`src/rtl/pwrclk_pkg.sv`:
```
package pwrclk_pkg;

    localparam int STAT_W = 3;
    localparam int CMD_W  = 2;
    localparam int DSEL_W = 2;
    localparam int PH_W   = 4;

    typedef enum logic [STAT_W-1:0] {
        PM_RUN  = 3'd0,
        PM_SLOW = 3'd1,
        PM_IDLE = 3'd2,
        PM_DOWN = 3'd3,
        PM_WAKE = 3'd4
    } pmode_t;

    typedef struct packed {
        logic              valid;
        logic              wake;
        pmode_t            mode;
        logic [DSEL_W-1:0] dsel;
    } preq_t;

    typedef struct packed {
        logic core;
        logic bus;
        logic periph;
        logic osc;
    } en_t;

    function automatic logic [PH_W-1:0] div_last(input logic [DSEL_W-1:0] s);
        logic [PH_W-1:0] r;
        case (s)
            2'd0:    r = 4'd0;
            2'd1:    r = 4'd3;
            2'd2:    r = 4'd7;
            default: r = 4'd15;
        endcase
        return r;
    endfunction

    function automatic pmode_t cmd_to_mode(input logic [CMD_W-1:0] c);
        pmode_t m;
        case (c)
            2'd0:    m = PM_RUN;
            2'd1:    m = PM_SLOW;
            2'd2:    m = PM_IDLE;
            default: m = PM_DOWN;
        endcase
        return m;
    endfunction

endpackage

```
`src/rtl/pwrclk_divider.sv`:
```
module pwrclk_divider
    import pwrclk_pkg::*;
#(
    parameter int W = PH_W
) (
    input  logic         clk,
    input  logic         rst,
    input  logic         restart,
    input  logic         active,
    input  logic [W-1:0] last,
    output logic         phase_zero,
    output logic         at_end
);

    logic [W-1:0] phase;

    always_ff @(posedge clk) begin
        if (rst || restart) begin
            phase <= '0;
        end else if (active) begin
            if (phase == last) phase <= '0;
            else               phase <= phase + 1'b1;
        end
    end

    assign phase_zero = (phase == '0);
    assign at_end     = (phase == last);

endmodule

```
`src/rtl/pwrclk_settle.sv`:
```
module pwrclk_settle #(
    parameter int W = 8
) (
    input  logic         clk,
    input  logic         rst,
    input  logic         load,
    input  logic [W-1:0] load_val,
    input  logic         active,
    output logic         done
);

    logic [W-1:0] cnt;

    always_ff @(posedge clk) begin
        if (rst)                        cnt <= '0;
        else if (load)                  cnt <= load_val;
        else if (active && cnt != '0)   cnt <= cnt - 1'b1;
    end

    assign done = (cnt == '0);

endmodule

```
`src/rtl/pwrclk_endec.sv`:
```
module pwrclk_endec
    import pwrclk_pkg::*;
(
    input  pmode_t mode,
    input  logic   phase_zero,
    output en_t    en
);

    always_comb begin
        en = '0;
        unique case (mode)
            PM_RUN:  en = '{core: 1'b1, bus: 1'b1, periph: 1'b1, osc: 1'b1};
            PM_SLOW: en = '{core: phase_zero, bus: phase_zero, periph: phase_zero, osc: 1'b1};
            PM_IDLE: en = '{core: 1'b0, bus: 1'b0, periph: 1'b1, osc: 1'b1};
            PM_WAKE: en = '{core: 1'b0, bus: 1'b0, periph: 1'b0, osc: 1'b1};
            default: en = '0;
        endcase
    end

endmodule

```
`src/rtl/pwrclk_fsm.sv`:
```
module pwrclk_fsm
    import pwrclk_pkg::*;
(
    input  logic              clk,
    input  logic              rst,
    input  logic              cmd_valid,
    input  logic [CMD_W-1:0]  cmd_code,
    input  logic [DSEL_W-1:0] div_sel,
    input  logic              irq,
    input  logic              nmi,
    input  logic              at_end,
    input  logic              settle_done,
    output pmode_t            mode,
    output logic [PH_W-1:0]   slow_last,
    output logic              slow_restart,
    output logic              wake_load
);

    pmode_t          mode_n;
    preq_t           pend, pend_n, req;
    logic [PH_W-1:0] slow_last_n;
    logic            accept;
    logic            commit;

    always_comb begin
        accept = cmd_valid && (mode == PM_RUN || mode == PM_SLOW);
        req    = pend;
        if (accept && !pend.wake) begin
            req = '{valid: 1'b1, wake: 1'b0, mode: cmd_to_mode(cmd_code), dsel: div_sel};
        end
        if (mode == PM_SLOW && (irq || nmi)) begin
            req = '{valid: 1'b1, wake: 1'b1, mode: PM_RUN, dsel: req.dsel};
        end
    end

    always_comb begin
        mode_n       = mode;
        pend_n       = pend;
        slow_last_n  = slow_last;
        commit       = 1'b0;
        slow_restart = 1'b0;
        wake_load    = 1'b0;
        unique case (mode)
            PM_RUN:  commit = 1'b1;
            PM_SLOW: begin
                commit = at_end;
                if (!at_end) pend_n = req;
            end
            PM_IDLE: if (irq || nmi) mode_n = PM_RUN;
            PM_DOWN: if (nmi) begin
                mode_n    = PM_WAKE;
                wake_load = 1'b1;
            end
            PM_WAKE: if (settle_done) mode_n = PM_RUN;
            default: mode_n = PM_RUN;
        endcase
        if (commit) begin
            pend_n = '0;
            if (req.valid) begin
                mode_n = req.mode;
                if (req.mode == PM_SLOW) begin
                    slow_last_n  = div_last(req.dsel);
                    slow_restart = 1'b1;
                end
            end
        end
    end

    always_ff @(posedge clk) begin
        if (rst) begin
            mode      <= PM_RUN;
            pend      <= '0;
            slow_last <= '0;
        end else begin
            mode      <= mode_n;
            pend      <= pend_n;
            slow_last <= slow_last_n;
        end
    end

endmodule

```
`src/rtl/pwrclk_ctrl.sv`:
```
module pwrclk_ctrl
    import pwrclk_pkg::*;
#(
    parameter int SETTLE_W = 8
) (
    input  logic                clk,
    input  logic                rst,
    input  logic                cmd_valid,
    input  logic [1:0]          cmd_code,
    input  logic [1:0]          div_sel,
    input  logic [SETTLE_W-1:0] settle_cnt,
    input  logic                irq,
    input  logic                nmi,
    output logic                core_en,
    output logic                bus_en,
    output logic                periph_en,
    output logic                osc_en,
    output logic [2:0]          mode_stat
);

    pmode_t          mode;
    logic [PH_W-1:0] slow_last;
    logic            slow_restart;
    logic            wake_load;
    logic            phase_zero;
    logic            at_end;
    logic            settle_done;
    en_t             en;

    pwrclk_fsm u_fsm (
        .clk          (clk),
        .rst          (rst),
        .cmd_valid    (cmd_valid),
        .cmd_code     (cmd_code),
        .div_sel      (div_sel),
        .irq          (irq),
        .nmi          (nmi),
        .at_end       (at_end),
        .settle_done  (settle_done),
        .mode         (mode),
        .slow_last    (slow_last),
        .slow_restart (slow_restart),
        .wake_load    (wake_load)
    );

    pwrclk_divider #(.W(PH_W)) u_div (
        .clk        (clk),
        .rst        (rst),
        .restart    (slow_restart),
        .active     (mode == PM_SLOW),
        .last       (slow_last),
        .phase_zero (phase_zero),
        .at_end     (at_end)
    );

    pwrclk_settle #(.W(SETTLE_W)) u_settle (
        .clk      (clk),
        .rst      (rst),
        .load     (wake_load),
        .load_val (settle_cnt),
        .active   (mode == PM_WAKE),
        .done     (settle_done)
    );

    pwrclk_endec u_endec (
        .mode       (mode),
        .phase_zero (phase_zero),
        .en         (en)
    );

    assign core_en   = en.core;
    assign bus_en    = en.bus;
    assign periph_en = en.periph;
    assign osc_en    = en.osc;
    assign mode_stat = mode;

endmodule

```
`config.mk`:
```
export PLATFORM = sky130hd
export DESIGN_NAME = pwrclk_ctrl
export DESIGN_NICKNAME = d
export VERILOG_FILES = /design/src/rtl/pwrclk_pkg.sv /design/src/rtl/pwrclk_divider.sv /design/src/rtl/pwrclk_settle.sv /design/src/rtl/pwrclk_endec.sv /design/src/rtl/pwrclk_fsm.sv /design/src/rtl/pwrclk_ctrl.sv
export SDC_FILE = /design/constraint.sdc
export NUM_CORES = 1
export LEC_CHECK = 0
export ABC_AREA = 1
export BUFFER_PORTS_ARGS = -buffer_cell sky130_fd_sc_hd__clkbuf_2
export CORE_MARGIN = 5
export CORE_UTILIZATION = 53
export CTS_BUF_LIST = sky130_fd_sc_hd__clkbuf_2
export DETAILED_ROUTE_END_ITERATION = 10
export PLACE_DENSITY = 0.79
export SETUP_SLACK_MARGIN = 0.1
export SKIP_LAST_GASP = 1
export SLEW_MARGIN = 0
export SYNTH_ARGS = -nofsm -noshare
export SYNTH_HDL_FRONTEND = slang
export SYNTH_SLANG_ARGS = --single-unit
```
`constraint.sdc`:
```
create_clock -name clk -period 1.6 [get_ports clk]
set_clock_uncertainty 0.15 [all_clocks]
set_input_delay 0.16 -clock clk [delete_from_list [all_inputs] [get_ports clk]]
set_output_delay 0.16 -clock clk [all_outputs]
set_load 0.02 [all_outputs]
```
# Yosys cells after proc, flatten, opt, wreduce, memory -nomap -nowiden
# Index checks and enable logic that the tools add are counted.
# op_classes
n_addsub	2
n_eq_ne	10
n_lt_le_gt_ge	0
shift	0
muxes	20
reduce_logical	21
n_mul	0
bitwise	1
n_div	0
# ops
cell	count
$mux 8	2
$pmux 4 s4	1
$mux 3	5
$mux 7	2
$pmux 3 s4	1
$pmux 4 s3	1
$logic_not 8->1	1
$reduce_bool 8->1	1
$sub 8x1->8 const B	1
$eq 3x1->1 const B	2
$eq 3x2->1 const B	2
$pmux 2 s3	1
$reduce_and 3->1	2
$mux 1	5
$add 4x1->4 const B	1
$eq 2x1->1 const B	2
$eq 2x2->1 const B	2
$eq 4x4->1	1
$logic_and 1x1->1	4
$logic_not 2->1	2
$logic_not 4->1	1
$mux 4	1
$reduce_bool 2->1	2
$reduce_or 2->1	2
7 further kinds	9
# totals
latch_bits	0
regBits	26
wordCells	62
romBits	0
input_bits	17
mem_bits_rw	0
n_memories	0

# Longest topological paths before layout
# Gate-level depths: netlist (run 1).
# depth
word_depth	11
mapped_depth	10
depth_no_buf	10

# Modules after synthesis
# A second synthesis (run 1) with hierarchy kept.
# unflattened
cells_unflattened	272
area_unflattened_um2	1714.1
# modules_own_cells
mod	n_inst	area_each_um2	cells_each
pwrclk_fsm	1	740.7	103
pwrclk_settle	1	600.6	104
pwrclk_divider	1	291.5	45
pwrclk_endec	1	62.6	15
pwrclk_ctrl	1	18.8	5

# Worst setup path before layout (run 1)
# Ideal clock, no wire load.
# synth_timing
path_type	register to output
start	register u_fsm.mode[1]
end	output port core_en
path_stages_with_launch	5
t_arrival_ps	1380
path_slack_ps	-90
t_required_ps	1290
path_cell_list	dfxtp_1 -> nor2_4 -> inv_1 -> a21oi_1 -> buf_4
# synth_via
elab_chain_len	2
# synth_rtl
item	line	source
from (decl)	pwrclk_fsm.sv:13	output pmode_t mode,
from (signal assigned)	pwrclk_fsm.sv:75	mode <= mode_n;
$eq 3x3->1 (tied with other cells)	pwrclk_endec.sv:11	unique case (mode)
$pmux 4 s4 (*)	pwrclk_endec.sv:11	
to (decl)	pwrclk_ctrl.sv:14	output logic core_en,
# Mark *: on every way between the ends. The rest lies on a longest branch, timed or not.

# Final worst setup path (run 1)
# layout_timing
start	register u_fsm.mode[2]
end	output port periph_en
# layout_via
elab_chain_len	2
# layout_rtl
item	line	source
$eq 3x3->1 (tied with other cells)	pwrclk_endec.sv:11	
$pmux 4 s4 (*)	pwrclk_endec.sv:11	
to (decl)	pwrclk_ctrl.sv:16	output logic periph_en,
# Marks and branches as above.

==> results.json, run 1 <==
{
  "p_clk_share_pct": 5.8,
  "dr.pass1.iters": 5,
  "grt_pass1_vias": 1679,
  "hp-class": "in -> reg",
  "share_comb_of_total_power_pct": 74.3,
  "cts_buffers": 3,
  "die_h_um": 65.3,
  "worstPathRequired_ns": 1.29,
  "pwr-share-seq_pct": 19.9,
  "drc_errors": 0,
  "relSlewSlack_pct": 79.8,
  "syn_nets": 270,
  "power.switching_mw": 2.24,
  "violations": "setup timing",
  "design.core.area_mm2": 0.00300,
  "dpl.hpwl_um": 2810,
  "crit_chain": "nor2_4 > inv_2 > nor2_4 > inv_2 > o211ai_1 > buf_4",
  "avgSynthCellArea_um2": 6.51,
  "clkSinkCount": 25,
  "area_growth_pct": 58.7,
  "htree_num_levels": 1,
  "wire_per_inst_um": 15.1,
  "crit_path_max_fanout": 3,
  "yosysSeqAreaShare_pct": 30.9,
  "finalMaxSlewViolations": 0,
  "fin_hold_ws_ns": 0.00728,
  "drtIter0Drc": 169,
  "period_share_pct": 111,
  "drv_cap": 0,
  "grt_pass1_wl_um": 7590,
  "pwr_density_cell_mw_per_mm2": 1760,
  "clkLatencyLatePin_ns": 0.37,
  "via_per_inst": 5.64,
  "dpl_cell_area_mm2": 0.00185,
  "setup_tns_ns": -2.33,
  "place.gp.congestion": 0.914,
  "diodes": 0,
  "finalSetupViolCount": 24,
  "vias": 1987,
  "synth_top_area_cell": "dfxtp_1",
  "design_area_mm2": 0.00257,
  "yosysUniqueCellTypes": 25,
  "pre_cts_ws_ns": 0.0191,
  "num_rows": 20,
  "p_int_mw": 2.29,
  "vdd_drop_max_mv": 1.04,
  "grt_start_max_net_pins": 15,
  "worst_pin_slew_ns": 0.301,
  "final_antenna_net_count": 0,
  "die_area_mm2": 0.00426,
  "grt_overflow_total": 0,
  "yosys_register_bits": 25,
  "path_clk_slew_ns": 0.27,
  "synth_top_cell_area_share_pct": 30.9,
  "initial_utilization_pct": 54.0,
  "start_kind": "flip-flop",
  "cts_tree": "yes",
  "dieWidth_um": 65.3,
  "power_leakage_nw": 1.15,
  "clockRootBuffer": "clkbuf_2",
  "groute.usage.overall_pct": 22.4,
  "ys_warn_count": 0,
  "p_sw_share_pct": 49.4,
  "yosys-top-cells-area": "dfxtp_1, nand2_1, nand3_1",
  "finalHoldViolations": 0,
  "status": "finished, violations left",
  "final_nets": 341,
  "io_pins": 24,
  "drive_gt1_share_pct": 48.3,
  "timing.fmax_mhz": 563,
  "grt_setup_unrepaired": "true",
  "cp.arrival_ns": 1.47,
  "antenna_found_initial": 0,
  "crit_path_end_kind": "primary output",
  "max_stage_delay_ns": 0.43,
  "fin_crit_ns": 1.78,
  "io_buffers": 23,
  "clock_path_buffers": 2,
  "cp_slowest_cell": "dfxtp_4",
  "netlist_area_mm2": 0.00162,
  "layout_setup_ws_ns": -0.177,
  "criticalPathCategory": "reg -> out",
  "routed_wirelength_um": 5330,
  "syn_inst": 249
}
==> logic make-up after synthesis <==
group / after synthesis / synth area share [%]
fa+ha+maj: 4 / 3.09
simple gates: 133 / 41.5
xor+xnor: 3 / 1.62
compound gates: 39 / 12.2
flops: 25 / 30.9
buf+inv: 45 / 10.7
==> path summary, 6_finish.rpt <==
kind                            slack [ns]                  to  depth (start not counted)               start
worst max register to register       -0.16      u_div.phase[1]                          9       u_fsm.mode[2]
worst min register to register        0.36  u_fsm.slow_last[2]                          2  u_fsm.slow_last[2]
worst max-delay path                 -0.18           periph_en                          6       u_fsm.mode[2]
worst min-delay path                 0.007       u_fsm.pend[0]                          3          div_sel[0]
==> cells in the mapped netlist, drive strengths merged <==
master  instances
nand2          55
inv            43
nor2           38
nand3          30
dfxtp          25
o21ai          24
a21oi          14
nand4           6
ha              4
xor2            3
and2            1
and3            1
buf             1
clkbuf          1
nor3            1
o211ai          1
or2             1
==> layout by cell type, fill, tap and decap left out, types with 8 or more instances in the layout <==
master          n
dfxtp_1        16
inv_2          10
nand3_2        13
inv_1          28
a21oi_1         8
dlygate4sd3_1   9
nand2_2         8
nor2_1         21
o21ai_0        12
clkbuf_2       21
nand3_1        13
nor2_4         10
nand2_1        39
buf_6           8
buf_4          28
==> area by class of cell <==
cell class	instances	area, um2
timing repair inverter	1	5.00
inverter	43	181
multi-input combinational	179	1260
timing repair buffer	67	538
clock buffer	3	15.0
tap	33	41.3
sequential	25	522
fill	149	432
clock inverter	1	5.00
==> critical path, delay by kind of cell (launching register included) <==
| kind | cells | cell delay (ns) |
|---|---|---|
| flops | 1 | 0.43 |
| buf+inv | 3 | 0.28 |
| simple gates | 2 | 0.23 |
| compound gates | 1 | 0.16 |
==> metal layers <==
| metal | vias to the layer above | part of all wire (%) | global-route usage (%) | routed length [um] |
|---|---|---|---|---|
| met5 | - | 0 | 0 | 0 |
| li1 | 949 | - | - | - |
| met2 | 98 | 50 | 38.8 | 2670 |
| met1 | 915 | 41 | 29.2 | 2180 |
| met3 | 25 | 5.8 | 2.05 | 311 |
| met4 | 0 | 3.2 | 7.25 | 168 |
==> power by group through the flow <==
stage | clock network [mW] | logic (mW) | registers (mW)
2_1_floorplan | 0 | 1.41 | 0.930
3_3_place_gp | 0 | 1.85 | 0.904
3_5_place_dp | 0 | 1.88 | 0.912
4_1_cts | 0.242 | 2.50 | 0.884
5_1_grt | 0.288 | 3.59 | 0.922
6_report | 0.263 | 3.37 | 0.903
==> flip-flops by register name, indices dropped and copies added, names as in the netlist <==
name and count:
u_settle.cnt 8, u_fsm.pend 7, u_div.phase 4, u_fsm.mode 3, u_fsm.slow_last 3
==> through the flow <==
stage,util (%),std cells,power [mW]
floorplan,-,249,2.34
global placement,61.6,311,2.75
detailed placement,61.6,311,2.79
CTS,76.0,341,3.63
global route,85.6,352,4.80
finish,85.6,352,4.53
==> what timing repair did <==
item / CTS / global route
hold endpoints to repair: 9 / 0
pin swaps: 17 / 19
hold buffers: 9 / 0
endpoints found under the setup margin: 24 / 30
gates resized for setup: 52 / 52
gates cloned: 0 / 1
buffers inserted: 18 / 10
Power figures use the tool's default switching activity.
==> run 2: changes to the inputs <==
--- a/config.mk
+++ b/config.mk
@@ -12,6 +12,7 @@
 export CTS_BUF_LIST = sky130_fd_sc_hd__clkbuf_2
 export DETAILED_ROUTE_END_ITERATION = 10
 export PLACE_DENSITY = 0.79
+export REMOVE_ABC_BUFFERS = 1
 export SETUP_SLACK_MARGIN = 0.1
 export SKIP_LAST_GASP = 1
 export SLEW_MARGIN = 0
==> run 2 against run 1 <==
  * The flow still finishes with violations (setup timing)
  * Cell count down 0.85%
  * Design area up 0.54%
  * Maximum frequency down 3.5%
  * Core utilization up 0.46 points
  * Sequential share of layout area down 0.16 points
  * Combinational power about the same
  * First-iteration DRC count up 40%
  * Critical path type is now reg -> reg
  * Critical endpoint is now u_div.phase[3]
==> results.json, run 2 (same netlist as run 1, synthesis figures left out) <==
{
  "status": "finished, violations left",
  "violations": "setup timing",
  "finalSetupViolCount": 29,
  "place.gp.congestion": 0.848,
  "die_h_um": 65.3,
  "top_regs": "u_settle.cnt (8), u_fsm.pend (7), u_div.phase (4)",
  "finalMaxSlewViolations": 0,
  "drtIter0Drc": 236,
  "largest_register_ffs": 8,
  "power_leakage_nw": 1.13,
  "timing.fmax_mhz": 543,
  "min_to": "u_fsm.pend[0]",
  "fin_util_pct": 86.1,
  "clkSinkCount": 25,
  "crit_path_max_fanout": 8,
  "crit_path_end_kind": "flip-flop",
  "die_area_mm2": 0.00426,
  "io_buffers": 23,
  "final_nets": 338,
  "layout_setup_ws_ns": -0.240,
  "seq_area_um2": 520,
  "io_pins": 24,
  "period_share_pct": 115,
  "clockRootBuffer": "clkbuf_2",
  "relSlewSlack_pct": 59.8,
  "r2r_cells": 11,
  "r2r_setup_slack_ns": -0.24,
  "drc_errors": 0,
  "antenna_found_initial": 0,
  "drv_cap": 0,
  "power_mw": 4.51,
  "vias": 2161,
  "dpl_cell_area_mm2": 0.00184,
  "path_clk_slew_ns": 0.25,
  "area_growth_pct": 59.5,
  "finalHoldViolations": 0,
  "num_rows": 20,
  "grt_overflow_total": 0,
  "layout_common_cells": "nand2_1, inv_1, buf_4",
  "r2r_end": "u_div.phase[3]",
  "dieWidth_um": 65.3,
  "pwr_density_cell_mw_per_mm2": 1740,
  "cp.arrival_ns": 2.00,
  "initial_utilization_pct": 54.0,
  "hold_depth": 3,
  "worstPathRequired_ns": 1.76,
  "cts_tree": "yes",
  "multi_input_area_mm2": 0.00132,
  "worst_pin_slew_ns": 0.602,
  "num-fill-cells": 138,
  "cts_buffers": 3,
  "fin_crit_ns": 1.84,
  "timing.rr.start": "u_fsm.mode[2]",
  "groute.usage.overall_pct": 25.8,
  "via_per_inst": 6.19,
  "drive_gt1_share_pct": 54.4,
  "top_register": "u_settle.cnt",
  "clkLatencyLatePin_ns": 0.37,
  "routed_wirelength_um": 6810,
  "grt_setup_unrepaired": "true",
  "grt_start_max_net_pins": 15,
  "vdd_drop_max_mv": 1.00,
  "dpl.hpwl_um": 2800,
  "wire_per_inst_um": 19.5,
  "criticalPathCategory": "reg -> reg",
  "dr.pass1.iters": 5,
  "grt_pass1_wl_um": 8560,
  "final_common_cell": "nand2_1",
  "clock_path_buffers": 2,
  "design_area_mm2": 0.00258,
  "diodes": 0,
  "final_antenna_net_count": 0,
  "design.core.area_mm2": 0.00300,
  "hp-class": "in -> reg",
  "start_kind": "flip-flop",
  "hold_start": "div_sel[0]",
  "htree_num_levels": 1,
  "grt_pass1_vias": 1860
}
-- run 2: changes by cell type in the layout (fill, tap and decap cells not counted), sizes merged --
cell,previous run,this run
buf,39,34
clkbuf,22,24
clkinv,2,1
clkinvlp,0,1
inv,43,42
nand2,55,56
-- run 2: cell type report --
class | instances | area share, %
multi-input combinational | 180 | 51.1
sequential | 25 | 20.1
timing repair buffer | 63 | 19.2
inverter | 43 | 6.92
tap | 33 | 1.60
clock buffer | 4 | 0.774
timing repair inverter | 1 | 0.290
-- run 2: through the flow --
stage / setup slack (ns) / hold slack, ns / setup TNS, ns / instances
after CTS: -0.179 / 0.0140 / -1.46 / 344
after global placement: 0.0657 / 0.301 / 0 / 313
after global routing: -0.289 / 0.0384 / -5.59 / 349
final: -0.240 / 0.0372 / -4.16 / 349
after detailed placement: 0.0291 / 0.306 / 0 / 313
after floorplan: -0.104 / 0.0791 / -0.610 / 247
-- run 2: metal layers --
layer / global-route usage, % / share of wire (%) / wire length [um]
met1: 31.1 / 37 / 2540
met5: 0 / 0 / 0
met2: 46.0 / 48 / 3240
met3: 4.79 / 9.3 / 634
met4: 7.77 / 5.7 / 390
-- run 2: worst max-delay path by stage --
| stage | from | endpoint | slack (ns) | cells after the start |
|---|---|---|---|---|
| 2_1_floorplan | u_fsm.mode[1] | bus_en | -0.10 | 3 |
| 3_3_place_gp | u_fsm.mode[2] | u_div.phase[0] | 0.07 | 8 |
| 3_5_place_dp | u_fsm.mode[2] | u_div.phase[1] | 0.03 | 8 |
| 4_1_cts | u_fsm.mode[0] | periph_en | -0.18 | 7 |
| 5_1_grt | u_fsm.pend[5] | u_fsm.slow_last[2] | -0.29 | 8 |
| 6_report | u_fsm.mode[2] | u_div.phase[3] | -0.24 | 11 |
-- run 2: critical path, cell delays in order, from the launching register on --
cell,delay (ns)
dfxtp_4,0.42
buf_4,0.14
nor2_4,0.10
buf_6,0.17
nand2_8,0.08
nand2_2,0.11
inv_2,0.04
nor2_4,0.15
nor2_4,0.07
nand4_4,0.11
nand2_4,0.09
nor2_2,0.13
-- run 2: what timing repair did --
action / in CTS / in global routing
cloned: 2 / 0
setup endpoints to repair: 27 / 29
hold buffers: 9 / 0
buffers inserted: 18 / 7
gates resized for setup: 74 / 62
pin swaps: 30 / 28
endpoints found under the hold margin: 9 / 0
-- run 2: where the power goes --
group          internal, mW  switching [mW]
logic                  1.32            2.03
registers             0.763           0.127
clock network        0.0659           0.204
total                  2.15            2.36
==> run 3: changes to the inputs <==
--- a/config.mk
+++ b/config.mk
@@ -14,6 +14,7 @@
 export PLACE_DENSITY = 0.79
 export REMOVE_ABC_BUFFERS = 1
 export SETUP_SLACK_MARGIN = 0.1
+export SKIP_CTS_REPAIR_TIMING = 1
 export SKIP_LAST_GASP = 1
 export SLEW_MARGIN = 0
 export SYNTH_ARGS = -nofsm -noshare
==> run 3 against run 2 <==
  * The flow finishes with violations (hold timing, setup timing)
  * Setup slack improved by 0.033 ns
  * Cell count shrank 2.6%
  * Core utilization shrank 6.9 points
  * Design area fell by 8.0%
  * Sequential power down 1%
  * Combinational power down 20%
  * Global-route usage decreased by 8.3 points
  * Critical path depth decreased by 4
==> results.json, run 3 (same netlist as run 1, synthesis figures left out) <==
{
  "status": "finished, violations left",
  "violations": "hold timing, setup timing",
  "die_h_um": 65.3,
  "worstPathRequired_ns": 1.29,
  "via_per_inst": 5.24,
  "cp.arrival_ns": 1.50,
  "wl_met3_um": 215,
  "top_regs": "u_settle.cnt (8), u_fsm.pend (7), u_div.phase (4)",
  "crit_path_max_fanout": 3,
  "initial_utilization_pct": 54.0,
  "timing.fmax_mhz": 553,
  "groute.usage.overall_pct": 17.4,
  "cp_slowest_cell": "dfxtp_2",
  "p_clk_share_pct": 6.6,
  "path_clk_slew_ns": 0.23,
  "area_growth_pct": 46.8,
  "worstSetupEndpoint": "periph_en",
  "clkLatencyLatePin_ns": 0.36,
  "die_area_mm2": 0.00426,
  "startpoint": "u_fsm.mode[0]",
  "top_register": "u_settle.cnt",
  "crit_path_end_kind": "primary output",
  "hold_depth": 5,
  "routed.top_layer": "met4",
  "layout_common_cells": "nand2_1, inv_1, clkbuf_2",
  "p_int_mw": 1.90,
  "finalSetupViolCount": 17,
  "relSlewSlack_pct": 64.5,
  "timing.rr.start": "u_fsm.mode[2]",
  "drive_gt1_share_pct": 47.2,
  "route.met2.wl_um": 2040,
  "final_antenna_net_count": 0,
  "io_pins": 24,
  "hold_start": "settle_cnt[2]",
  "pwr-share-seq_pct": 23.1,
  "cts_buffers": 3,
  "finalHoldViolations": 1,
  "largest_register_ffs": 8,
  "place.gp.congestion": 0.848,
  "grt_setup_unrepaired": "true",
  "hp-class": "in -> reg",
  "power.switching_mw": 1.91,
  "start_kind": "flip-flop",
  "clkSinkCount": 25,
  "power_leakage_nw": 1.08,
  "crit_chain": "inv_2 > nor2_4 > inv_2 > nor2_4 > inv_1 > o211ai_1 > buf_4",
  "pre_cts_ws_ns": 0.0291,
  "worst_pin_slew_ns": 0.532,
  "p_sw_share_pct": 50.0,
  "clockRootBuffer": "clkbuf_2",
  "dpl.hpwl_um": 2800,
  "clock_path_buffers": 2,
  "grt_pass1_vias": 1418,
  "vdd_drop_max_mv": 1.03,
  "final_nets": 329,
  "grt_pass1_wl_um": 5910,
  "drtIter0Drc": 122,
  "wire_per_inst_um": 12.4,
  "routed_wirelength_um": 4200,
  "r2r_cells": 9,
  "num_rows": 20,
  "final_common_cell": "nand2_1",
  "fin_crit_ns": 1.81,
  "pwr_density_cell_mw_per_mm2": 1600,
  "drc_errors": 0,
  "dieWidth_um": 65.3,
  "diodes": 0,
  "fin_hold_ws_ns": -0.0393,
  "grt_overflow_total": 0,
  "grt_start_max_net_pins": 15,
  "criticalPathCategory": "reg -> out",
  "period_share_pct": 113,
  "power_mw": 3.81,
  "max_stage_delay_ns": 0.39,
  "layout_setup_ws_ns": -0.207,
  "drv_cap": 0,
  "r2r_setup_slack_ns": -0.18,
  "finalMaxSlewViolations": 0,
  "setup_tns_ns": -2.32,
  "antenna_found_initial": 0,
  "io_buffers": 23,
  "r2r_end": "u_div.phase[1]",
  "design.core.area_mm2": 0.00300,
  "htree_num_levels": 1,
  "share_comb_of_total_power_pct": 70.3,
  "cts_tree": "yes",
  "drt-met1-wl_um": 1860,
  "vias": 1781,
  "dr.pass1.iters": 4
}
[run 3: critical path: cells and delay by family (launching register included)]
kind | cells | cell delay, ns
and+or+nand+nor | 2 | 0.23
buffers and inverters | 4 | 0.36
DFF | 1 | 0.39
AOI/OAI and AO/OA | 1 | 0.15
[run 3: through the flow]
stage | hold slack (ns) | instances | utilization (%) | instance area, um2
2_1_floorplan | 0.0791 | 247 | - | 1610
3_3_place_gp | 0.301 | 313 | 61.3 | 1840
3_5_place_dp | 0.306 | 313 | 61.3 | 1840
4_1_cts | -0.109 | 317 | 62.0 | 1860
5_1_grt | -0.00586 | 340 | 79.2 | 2380
6_report | -0.0393 | 340 | 79.2 | 2380
[run 3: worst min path at each step]
| stage | endpoint | slack (ns) |
|---|---|---|
| 2_1_floorplan | u_fsm.mode[0] | 0.08 |
| 3_3_place_gp | u_settle.cnt[7] | 0.30 |
| 3_5_place_dp | u_settle.cnt[7] | 0.31 |
| 4_1_cts | u_settle.cnt[7] | -0.11 |
| 5_1_grt | u_settle.cnt[2] | -0.006 |
| 6_report | u_settle.cnt[2] | -0.04 |
[run 3: area by class of cell]
class	count	area, um2
Clock buffer	4	20.0
Inverter	43	174
Timing Repair Buffer	56	410
Multi-Input combinational cell	179	1210
Fill cell	183	624
Tap cell	33	41.3
Sequential cell	25	526
[run 3: metal layers]
metal	up-vias	track usage, %
li1	916	-
met1	811	23.3
met2	47	27.3
met3	7	3.42
met4	0	7.25
met5	-	0
[run 3: power groups by stage]
stage / Combinational, mW / Sequential, mW / Clock (mW)
after floorplan: 1.36 / 0.905 / 0
after global placement: 1.87 / 0.853 / 0
after detailed placement: 1.91 / 0.859 / 0
after CTS: 1.92 / 0.844 / 0.258
after global routing: 2.93 / 0.892 / 0.291
final: 2.68 / 0.878 / 0.251
